`src/rtl/pwm_sample_pkg.sv`:
```
package pwm_sample_pkg;

    typedef enum logic [1:0] {
        ST_IDLE = 2'd0,
        ST_RUN  = 2'd1,
        ST_SRST = 2'd2
    } pwm_state_e;

    localparam logic [1:0] A_CTRL = 2'd0;
    localparam logic [1:0] A_STAT = 2'd1;
    localparam logic [1:0] A_SAMP = 2'd2;
    localparam logic [1:0] A_PER  = 2'd3;

    localparam int CB_EN   = 0;
    localparam int CB_SWR  = 3;
    localparam int CB_PRE  = 4;
    localparam int CB_CLK  = 16;
    localparam int CB_DBG  = 22;
    localparam int SB_ERR  = 4;
    localparam int CSEL_W  = 2;

endpackage

```
`src/rtl/pwm_sample_fifo.sv`:
```
module pwm_sample_fifo #(
    parameter int W     = 16,
    parameter int DEPTH = 4,
    localparam int LVL_W = $clog2(DEPTH + 1),
    localparam int PTR_W = (DEPTH > 1) ? $clog2(DEPTH) : 1
) (
    input  logic             clk,
    input  logic             rst_n,
    input  logic             clr,
    input  logic             push,
    input  logic [W-1:0]     din,
    input  logic             pop,
    output logic [W-1:0]     dout,
    output logic [LVL_W-1:0] level,
    output logic             full,
    output logic             empty
);

    logic [W-1:0]     mem [DEPTH];
    logic [PTR_W-1:0] rd_q, wr_q;
    logic             do_push, do_pop;

    function automatic logic [PTR_W-1:0] bump(input logic [PTR_W-1:0] p);
        return (p == PTR_W'(DEPTH - 1)) ? '0 : p + 1'b1;
    endfunction

    assign full    = (level == LVL_W'(DEPTH));
    assign empty   = (level == '0);
    assign do_push = push && !full;
    assign do_pop  = pop && !empty;
    assign dout    = mem[rd_q];

    always_ff @(posedge clk) begin
        if (do_push && !clr) mem[wr_q] <= din;
    end

    always_ff @(posedge clk or negedge rst_n) begin
        if (!rst_n) begin
            rd_q  <= '0;
            wr_q  <= '0;
            level <= '0;
        end else if (clr) begin
            rd_q  <= '0;
            wr_q  <= '0;
            level <= '0;
        end else begin
            if (do_push) wr_q <= bump(wr_q);
            if (do_pop)  rd_q <= bump(rd_q);
            level <= level + LVL_W'(do_push) - LVL_W'(do_pop);
        end
    end


    level_bound_chk: assert property (@(posedge clk) disable iff (!rst_n)
        level <= LVL_W'(DEPTH));


    full_hold_chk: assert property (@(posedge clk) disable iff (!rst_n)
        full && push && !pop && !clr |=> full);

endmodule

```
`src/rtl/pwm_tick_gen.sv`:
```
module pwm_tick_gen #(
    parameter int PRESC_W = 12,
    parameter int CSEL_W  = 2
) (
    input  logic               clk,
    input  logic               rst_n,
    input  logic               run,
    input  logic [PRESC_W-1:0] presc,
    input  logic [CSEL_W-1:0]  clk_sel,
    output logic               tick
);

    logic [PRESC_W-1:0] pre_q;
    logic               clk_on;

    assign clk_on = (clk_sel != '0);
    assign tick   = run && clk_on && (pre_q == presc);

    always_ff @(posedge clk or negedge rst_n) begin
        if (!rst_n) begin
            pre_q <= '0;
        end else if (!run) begin
            pre_q <= '0;
        end else if (clk_on) begin
            pre_q <= (pre_q == presc) ? '0 : pre_q + 1'b1;
        end
    end


    tick_restart_chk: assert property (@(posedge clk) disable iff (!rst_n)
        tick && (presc != '0) |=> (pre_q == '0));

endmodule

```
`src/rtl/pwm_period_ctr.sv`:
```
module pwm_period_ctr #(
    parameter int W = 16
) (
    input  logic         clk,
    input  logic         rst_n,
    input  logic         clr,
    input  logic         start,
    input  logic         run,
    input  logic         tick,
    input  logic [W-1:0] period,
    input  logic         have_sample,
    input  logic [W-1:0] sample,
    output logic         pop,
    output logic         wave
);

    logic [W-1:0] cnt_q, duty_q;
    logic         roll;

    assign roll = run && tick && (cnt_q == period);
    assign pop  = (start || roll) && have_sample && !clr;
    assign wave = run && (cnt_q < duty_q);

    always_ff @(posedge clk or negedge rst_n) begin
        if (!rst_n) begin
            cnt_q  <= '0;
            duty_q <= '0;
        end else if (clr) begin
            cnt_q  <= '0;
            duty_q <= '0;
        end else if (start || roll) begin
            cnt_q <= '0;
            if (have_sample) duty_q <= sample;
        end else if (run && tick) begin
            cnt_q <= cnt_q + 1'b1;
        end else if (!run) begin
            cnt_q <= '0;
        end
    end


    rollover_chk: assert property (@(posedge clk) disable iff (!rst_n)
        roll |=> (cnt_q == '0));


    reuse_chk: assert property (@(posedge clk) disable iff (!rst_n)
        roll && !have_sample && !clr |=> $stable(duty_q));

endmodule

```
`src/rtl/pwm_sample_gen.sv`:
```
module pwm_sample_gen
    import pwm_sample_pkg::*;
#(
    parameter int SAMPLE_W   = 16,
    parameter int FIFO_DEPTH = 4,
    parameter int PRESC_W    = 12,
    parameter int SWR_CYCLES = 4,
    parameter logic [SAMPLE_W-1:0] PERIOD_RST = 99
) (
    input  logic        clk,
    input  logic        rst_n,
    input  logic        bus_wr,
    input  logic [1:0]  bus_addr,
    input  logic [31:0] bus_wdata,
    output logic [31:0] bus_rdata,
    output logic        pwm_out
);

    localparam int LVL_W = $clog2(FIFO_DEPTH + 1);
    localparam int SWR_W = $clog2(SWR_CYCLES + 1);

    pwm_state_e          state_q, state_d;
    logic [SWR_W-1:0]    swr_cnt_q;
    logic                en_q, dbg_q, err_q;
    logic [CSEL_W-1:0]   csel_q;
    logic [PRESC_W-1:0]  presc_q;
    logic [SAMPLE_W-1:0] period_q;

    logic in_srst, run, start, swr_req, wr_ok;
    logic samp_wr, tick, pop, fifo_full, fifo_empty;
    logic [SAMPLE_W-1:0] fifo_head;
    logic [LVL_W-1:0]    fifo_level;
    logic                unused_bits;

    assign unused_bits = ^{bus_wdata[31:23], bus_wdata[21:18]};

    // ---- decoded strobes ----
    assign in_srst = (state_q == ST_SRST);
    assign wr_ok   = bus_wr && !in_srst;
    assign swr_req = wr_ok && (bus_addr == A_CTRL) && bus_wdata[CB_SWR];
    assign samp_wr = wr_ok && (bus_addr == A_SAMP);

    // ---- state register ----
    always_ff @(posedge clk or negedge rst_n) begin
        if (!rst_n) state_q <= ST_IDLE;
        else        state_q <= state_d;
    end

    // ---- next state ----
    always_comb begin
        state_d = state_q;
        unique case (state_q)
            ST_IDLE: begin
                if (swr_req)              state_d = ST_SRST;
                else if (en_q && !err_q)  state_d = ST_RUN;
            end
            ST_RUN: begin
                if (swr_req)              state_d = ST_SRST;
                else if (!en_q)           state_d = ST_IDLE;
            end
            ST_SRST: begin
                if (swr_cnt_q == SWR_W'(SWR_CYCLES - 1)) state_d = ST_IDLE;
            end
            default: state_d = ST_IDLE;
        endcase
    end

    // ---- state-derived outputs ----
    always_comb begin
        run   = (state_q == ST_RUN);
        start = (state_q == ST_IDLE) && (state_d == ST_RUN);
    end

    // ---- software reset window ----
    always_ff @(posedge clk or negedge rst_n) begin
        if (!rst_n)        swr_cnt_q <= '0;
        else if (swr_req)  swr_cnt_q <= '0;
        else if (in_srst)  swr_cnt_q <= swr_cnt_q + 1'b1;
    end

    // ---- registers ----
    always_ff @(posedge clk or negedge rst_n) begin
        if (!rst_n) begin
            en_q     <= 1'b0;
            dbg_q    <= 1'b0;
            csel_q   <= '0;
            presc_q  <= '0;
            period_q <= PERIOD_RST;
            err_q    <= 1'b0;
        end else if (swr_req) begin
            en_q     <= 1'b0;
            dbg_q    <= 1'b0;
            csel_q   <= '0;
            presc_q  <= '0;
            period_q <= PERIOD_RST;
            err_q    <= 1'b0;
        end else if (wr_ok) begin
            unique case (bus_addr)
                A_CTRL: begin
                    en_q    <= bus_wdata[CB_EN];
                    dbg_q   <= bus_wdata[CB_DBG];
                    csel_q  <= bus_wdata[CB_CLK +: CSEL_W];
                    presc_q <= bus_wdata[CB_PRE +: PRESC_W];
                end
                A_STAT: if (bus_wdata[SB_ERR]) err_q <= 1'b0;
                A_SAMP: if (fifo_full) err_q <= 1'b1;
                A_PER:  period_q <= bus_wdata[SAMPLE_W-1:0];
                default: ;
            endcase
        end
    end

    // ---- read mux ----
    always_comb begin
        bus_rdata = '0;
        unique case (bus_addr)
            A_CTRL: begin
                bus_rdata[CB_EN]               = en_q;
                bus_rdata[CB_SWR]              = in_srst;
                bus_rdata[CB_PRE +: PRESC_W]   = presc_q;
                bus_rdata[CB_CLK +: CSEL_W]    = csel_q;
                bus_rdata[CB_DBG]              = dbg_q;
            end
            A_STAT: begin
                bus_rdata[LVL_W-1:0] = fifo_level;
                bus_rdata[SB_ERR]    = err_q;
            end
            A_PER:   bus_rdata[SAMPLE_W-1:0] = period_q;
            default: bus_rdata = '0;
        endcase
    end

    // ---- datapath ----
    pwm_sample_fifo #(.W(SAMPLE_W), .DEPTH(FIFO_DEPTH)) u_fifo (
        .clk   (clk),
        .rst_n (rst_n),
        .clr   (swr_req),
        .push  (samp_wr),
        .din   (bus_wdata[SAMPLE_W-1:0]),
        .pop   (pop),
        .dout  (fifo_head),
        .level (fifo_level),
        .full  (fifo_full),
        .empty (fifo_empty)
    );

    pwm_tick_gen #(.PRESC_W(PRESC_W), .CSEL_W(CSEL_W)) u_tick (
        .clk     (clk),
        .rst_n   (rst_n),
        .run     (run),
        .presc   (presc_q),
        .clk_sel (csel_q),
        .tick    (tick)
    );

    pwm_period_ctr #(.W(SAMPLE_W)) u_ctr (
        .clk         (clk),
        .rst_n       (rst_n),
        .clr         (swr_req),
        .start       (start),
        .run         (run),
        .tick        (tick),
        .period      (period_q),
        .have_sample (!fifo_empty),
        .sample      (fifo_head),
        .pop         (pop),
        .wave        (pwm_out)
    );


    err_blocks_start_chk: assert property (@(posedge clk) disable iff (!rst_n)
        (state_q == ST_IDLE) && err_q |=> (state_q != ST_RUN));


    srst_clean_chk: assert property (@(posedge clk) disable iff (!rst_n)
        in_srst |-> (fifo_level == '0) && !err_q && !pwm_out);


    srst_len_chk: assert property (@(posedge clk) disable iff (!rst_n)
        in_srst |-> (swr_cnt_q < SWR_W'(SWR_CYCLES)));


    idle_low_chk: assert property (@(posedge clk) disable iff (!rst_n)
        run && !en_q && !swr_req |=> !pwm_out);

endmodule

```
`config.mk`:
```
export PLATFORM = sky130hd
export DESIGN_NAME = pwm_sample_gen
export DESIGN_NICKNAME = d
export VERILOG_FILES = /design/src/rtl/pwm_sample_pkg.sv /design/src/rtl/pwm_sample_fifo.sv /design/src/rtl/pwm_tick_gen.sv /design/src/rtl/pwm_period_ctr.sv /design/src/rtl/pwm_sample_gen.sv
export SDC_FILE = /design/constraint.sdc
export NUM_CORES = 1
export LEC_CHECK = 0
export ABC_AREA = 1
export BUFFER_PORTS_ARGS = -buffer_cell sky130_fd_sc_hd__buf_2
export CAP_MARGIN = 20
export CORE_MARGIN = 3
export CORE_UTILIZATION = 47
export DETAILED_ROUTE_END_ITERATION = 16
export HOLD_SLACK_MARGIN = 0.1
export PLACE_DENSITY = 0.65
export SETUP_SLACK_MARGIN = 0.2
export SYNTH_ARGS = -nofsm -noshare
export SYNTH_HDL_FRONTEND = slang
export SYNTH_SLANG_ARGS = --single-unit
```
`constraint.sdc`:
```
create_clock -name clk -period 5.3 [get_ports clk]
set_clock_uncertainty 0.1 [all_clocks]
set_input_delay 0.53 -clock clk [delete_from_list [all_inputs] [get_ports clk]]
set_output_delay 0.53 -clock clk [all_outputs]
set_load 0.02 [all_outputs]
```
Word level (Yosys, flattened, before mapping)
Memories as Yosys holds them, arrays and structs flattened.
Cells that the tools add are included.
- bits in writable memories: 64
- flip-flop bits (word level): 89
- bits of input ports: 37
- memories kept: 1
- word-level logic and storage cells: 132
- memory list (memory ; depth ; width ; rd ports ; clocked after memory_dff ; wr ports ; RTL line ; RTL):
    u_fifo.mem ; 4 ; 16 ; 1 ; 0 ; 1 ; pwm_sample_fifo.sv:19 ; logic [W-1:0] mem [DEPTH];
- $lt $le $gt $ge: 1
- multiplexer cells: 54
- $add $sub $neg: 7
- eq/ne operators: 17
- reductions and logical operators: 38
- operators by type and width (cell ; count):
    two-way mux 16 bit ; 10
    two-way mux 12 bit ; 6
    two-way mux 2 bit ; 15
    case mux 11 bit (2 select lines) ; 1
    adder 16 x 1 -> 16 bit (second input constant) ; 1
    == test 16 bit ; 1
    logical AND 1 bit ; 16
    less-than comparator 16 bit ; 1
    nonzero test 2 bit ; 8
    two-way mux 1 bit ; 13
    adder 12 x 1 -> 12 bit (second input constant) ; 1
    == test 12 bit ; 1
    == test 2 bit (second input constant) ; 5
    two-way mux 3 bit ; 3
    == test 2 x 1 -> 1 bit (second input constant) ; 3
    case mux 1 bit (3 select lines) ; 2
    case mux 2 bit (3 select lines) ; 1
    AND reduction 2 bit ; 3
    logical NOT 1 bit ; 5
    adder 2 x 1 -> 2 bit (second input constant) ; 2
    logical NOT 2 bit ; 2
    != test 4 x 3 -> 1 bit (second input constant) ; 1
    case mux 1 bit (2 select lines) ; 2
    case mux 2 bit (2 select lines) ; 1
    13 further kinds ; 13

Longest topological paths before layout
- word-level depth: 15
- depth in mapped cells: 20
- depth with buffers taken out: 19

Modules after synthesis
Synthesis repeated with hierarchy kept, for this count alone.
- cell total of the unflattened synthesis: 990
- area, all modules: 8423.1 um2
- by module, submodules not included (module ; cells each ; sequential area each (um2) ; area an instance (um2) ; times used):
    pwm_sample_fifo ; 250 ; 2097.0 ; 3057.9 ; 1
    pwm_period_ctr ; 309 ; 800.8 ; 2232.1 ; 1
    pwm_sample_gen ; 277 ; 955.9 ; 2098.3 ; 1
    pwm_tick_gen ; 154 ; 300.3 ; 1034.7 ; 1

Worst setup path after synthesis
Ideal clock, no wire load.
- kind: input to register
- start point: input bus_addr[0]
- end point: register u_fifo.level[1]
- arrival time: 2897 ps
- library setup time: 63 ps
- data required time: 5137 ps
- setup slack: 2240 ps
- path buffers: 2
- cell stages on the path: 14
- path through: inv_1 ha_1 clkbuf_1 nand3_4 inv_2 clkbuf_1 nor2_1 ha_1 inv_1 ha_1 inv_1 fa_1 or2_2 inv_1
- longest elaborated chain between the ends: 13
- ends and longest elaborated chain (element ; RTL line ; RTL):
    start, declared ; pwm_sample_gen.sv:13 ; input logic [1:0] bus_addr,
    logical NOT 2 bit ; pwm_sample_gen.sv:40 ; assign swr_req = wr_ok && (bus_addr == A_CTRL) && bus_wdata[CB_SWR];
    logical AND 1 bit (2 in a row) ; pwm_sample_gen.sv:40 ;
    two-way mux 2 bit (on tied branches) ; pwm_sample_gen.sv:58, pwm_sample_gen.sv:54 ;
    case mux 2 bit (3 select lines) ; pwm_sample_gen.sv:52 ; unique case (state_q)
    == test 2 x 1 -> 1 bit ; pwm_sample_gen.sv:71 ; start = (state_q == ST_IDLE) && (state_d == ST_RUN);
    logical AND 1 bit ; pwm_sample_gen.sv:71 ;
    logical OR 1 bit ; pwm_period_ctr.sv:21 ; assign pop = (start || roll) && have_sample && !clr;
    logical AND 1 bit (2 in a row) ; pwm_period_ctr.sv:21 ;
    logical AND 1 bit ; pwm_sample_fifo.sv:30 ; assign do_pop = pop && !empty;
    subtractor 3 x 1 -> 3 bit ; pwm_sample_fifo.sv:49 ; level <= level + LVL_W'(do_push) - LVL_W'(do_pop);
    two-way mux 3 bit (*) ; pwm_sample_fifo.sv:42 ; end else if (clr) begin
    end signal, assigned ; pwm_sample_fifo.sv:49 ;
    end, declared ; pwm_sample_fifo.sv:14 ; output logic [LVL_W-1:0] level,
Every way passes the cells marked *; elsewhere a longest branch is shown, timed or not.
A chain may end at the register's enable or synchronous reset.

Worst setup path after layout
Ends and elaborated chain as after synthesis.

==> results.toml <==
[setup_path]
crit_type = "primary input to flip-flop"
worstPathRequired_ps = 5570
start_kind = "primary input"
worstPathArrival_ps = 3640
cp_max_fo = 19
crit_path_end_kind = "flip-flop"

[power_and_ir_drop]
p_sw_mw = 1.413
p_per_area_mw_per_mm2 = 436.0
leakagePower_nw = 3.956
intPower_mw = 2.475
ir_drop_mv = 0.2508
p_seq_share_pct = 42.0
clkPwrFrac_pct = 29.5
switching_share_pct = 36.35
p_comb_share_pct = 28.6

[detailed_routing]
vias = 6130
viasPerCell = 5.239
first_pass_iters = 7
wirelength_um = 18670
drtIter0Drc = 473
ant_nets = 0
drc = 0
post_drt_wl_per_cell_um = 15.95

[synthesis]
synthArstFlopShare_pct = 58.17
yosysUniqueCellTypes = 43
ys_seq_elements = 153
syn_inst = 901
yosysWarnings = 0
yosysSeqAreaShare_pct = 51.82
synth_edf_count = 64
syn_area_sq_mm = 0.008016
synthFlopType = "dfrtp_1"
avgSynthCellArea_sq_um = 8.897

[layout]
finalNetCount = 1006
area_growth_syn_to_layout_pct = 11.22
layout-drive-gt1-share_pct = 11.58
diodes = 0
fin_cells = 1170

[sta]
hold_viol_final = 0
setup_tns_ps = 0
finalSetupViolations = 0
grt_setup_unrepaired = "false"
period_share_pct = 63.46
worst_pin_slew_ps = 911.1
whs_ps = 225.6
slew_violations = 0
slew_headroom_pct = 39.19
fmax_ghz = 0.2973
period_minus_slack_ps = 3364

[floorplan]
initial_core_util_pct = 48.17
ios = 70
die_y_um = 136.6
die_w_um = 136.6
core_sq_mm = 0.01664
rows = 47
dieArea_sq_mm = 0.01866

[global_routing]
gr-total-overflow = 0
grt_usage_pct = 21.17
grt_pass1_vias = 5678
grt_max_degree = 59
antenna_found_initial = 0
grt_first_pass_wirelength_um = 30300

[clock_tree]
clkSinkCount = 153
h-tree-depth = 4
clk_path_buf_depth = 2
clock_latency_ps = 430
post_cts_buffers = 0
cts_resized = 0
tritoncts = "built"
cts_root_buf = "clkbuf_16"
hold_buffers = 1
clk_pin_slew_ps = 60
cts_buffers = 17

[hold_path]
hold_path.class = "primary input to flip-flop"

[place]
place_congestion = 0.8911
dp.cells = 1137
dp_hpwl_um = 13060
port-buffer-count = 43

[run]
drv_cap = 0

[run_status]
outcome = "finished clean"
## sequential cells by signal, indices dropped and copies added, names as in the netlist, 3 cells and up
register      flops
u_fifo.mem       64
period_q         16
u_ctr.cnt_q      16
u_ctr.duty_q     16
presc_q          12
u_tick.pre_q     12
swr_cnt_q         3
u_fifo.level      3
## cell usage in the layout, fill, tap and decap left out, types with 22 or more instances in the layout
cell	netlist	layout
inv_1	102	102
ha_1	31	31
o22ai_1	26	26
edfxtp_1	64	64
nand4_1	32	32
dfrtp_1	85	85
nand3_1	38	38
nand2_1	211	211
nor2_1	62	62
a21oi_1	22	22
o21ai_0	85	85
buf_2	6	42
## stage by stage
stage          worst slack (ps)  util, %  area, sq um  total power, mW
2_1_floorplan              2240        -         8061            2.459
3_3_place_gp               1546    50.20         8354            2.741
3_5_place_dp               1489    50.20         8354            2.762
4_1_cts                    1934    53.57         8916            3.911
5_1_grt                    1663    53.57         8916            4.153
6_report                   1936    53.57         8916            3.888
## critical path, cell delays in order
cell and delay (ps):
buf_2 120, inv_1 100, ha_1 620, nand3_4 230, nand4_2 320, nand2_4 210, nand2_1 110, nor2_1 50
ha_1 280, inv_1 40, ha_1 180, inv_1 70, fa_1 410, or2_2 300, inv_1 50
## area by class of cell
class	instances	area, sq um
fill	1529	7726
sequential	153	4154
multi-input combinational	602	3234
clock buffer	18	429.2
inverter	112	420.4
timing repair buffer	51	280.3
tap	220	275.3
clock inverter	14	122.6
## metal layers
metal	global-route usage (%)	share of wire, %
met5	0	0
met4	6.943	1.7
met3	3.566	3.9
met2	32.94	47
met1	30.32	48
## Yosys cell counts, drive strengths merged, types with 2 or more instances
library cell / count / area (sq um)
ha: 31 / 387.9
nand4: 35 / 237.7
o2111ai: 2 / 17.52
nor2: 71 / 317.8
dfrtp: 85 / 2127
and2: 2 / 12.51
nand2: 214 / 825.8
edfxtp: 64 / 1922
nor3: 13 / 76.33
o221ai: 2 / 17.52
clkbuf: 19 / 72.56
inv: 111 / 416.7
a21oi: 22 / 110.1
xor2: 14 / 122.6
dfstp: 4 / 105.1
o21ai: 95 / 475.5
buf: 27 / 180.2
o22ai: 26 / 162.7
xnor2: 14 / 122.6
nand3: 41 / 235.2
## cell families after synthesis
group	after synthesis	share of synthesized area, %
and+or+nand+nor	377	21.35
buffers and inverters	158	8.397
DFF	153	51.82
AOI/OAI and AO/OA	152	10.24
adders and majority gates	32	5.088
xor gates and xnor gates	28	3.059
other	1	0.04678
## worst paths after layout
path	endpoint	slack, ps	from	cells past startpoint
setup / recovery	u_fifo.level[1]$_DFF_PN0_	1940	bus_addr[0]	15
hold / removal	csel_q[0]$_DFFE_PN0P_	230	bus_wdata[16]	3
setup reg to reg	u_fifo.level[1]$_DFF_PN0_	2060	state_q[1]$_DFF_PN0_	15
hold reg to reg	swr_cnt_q[2]$_DFFE_PN0P_	370	swr_cnt_q[2]$_DFFE_PN0P_	2
max in group asynchronous	swr_cnt_q[0]$_DFFE_PN0P_	3510	rst_n	3
min in group asynchronous	u_ctr.cnt_q[10]$_DFFE_PN0P_	490	rst_n	2
## power by group through the flow
stage	sequential [mW]	combinational [mW]	clock [mW]
after floorplan	1.59	0.870	0
final	1.63	1.11	1.15
after global placement	1.65	1.09	0
after global routing	1.66	1.28	1.21
after detailed placement	1.65	1.11	0
after CTS	1.63	1.12	1.16
Power figures use the tool's default switching activity.
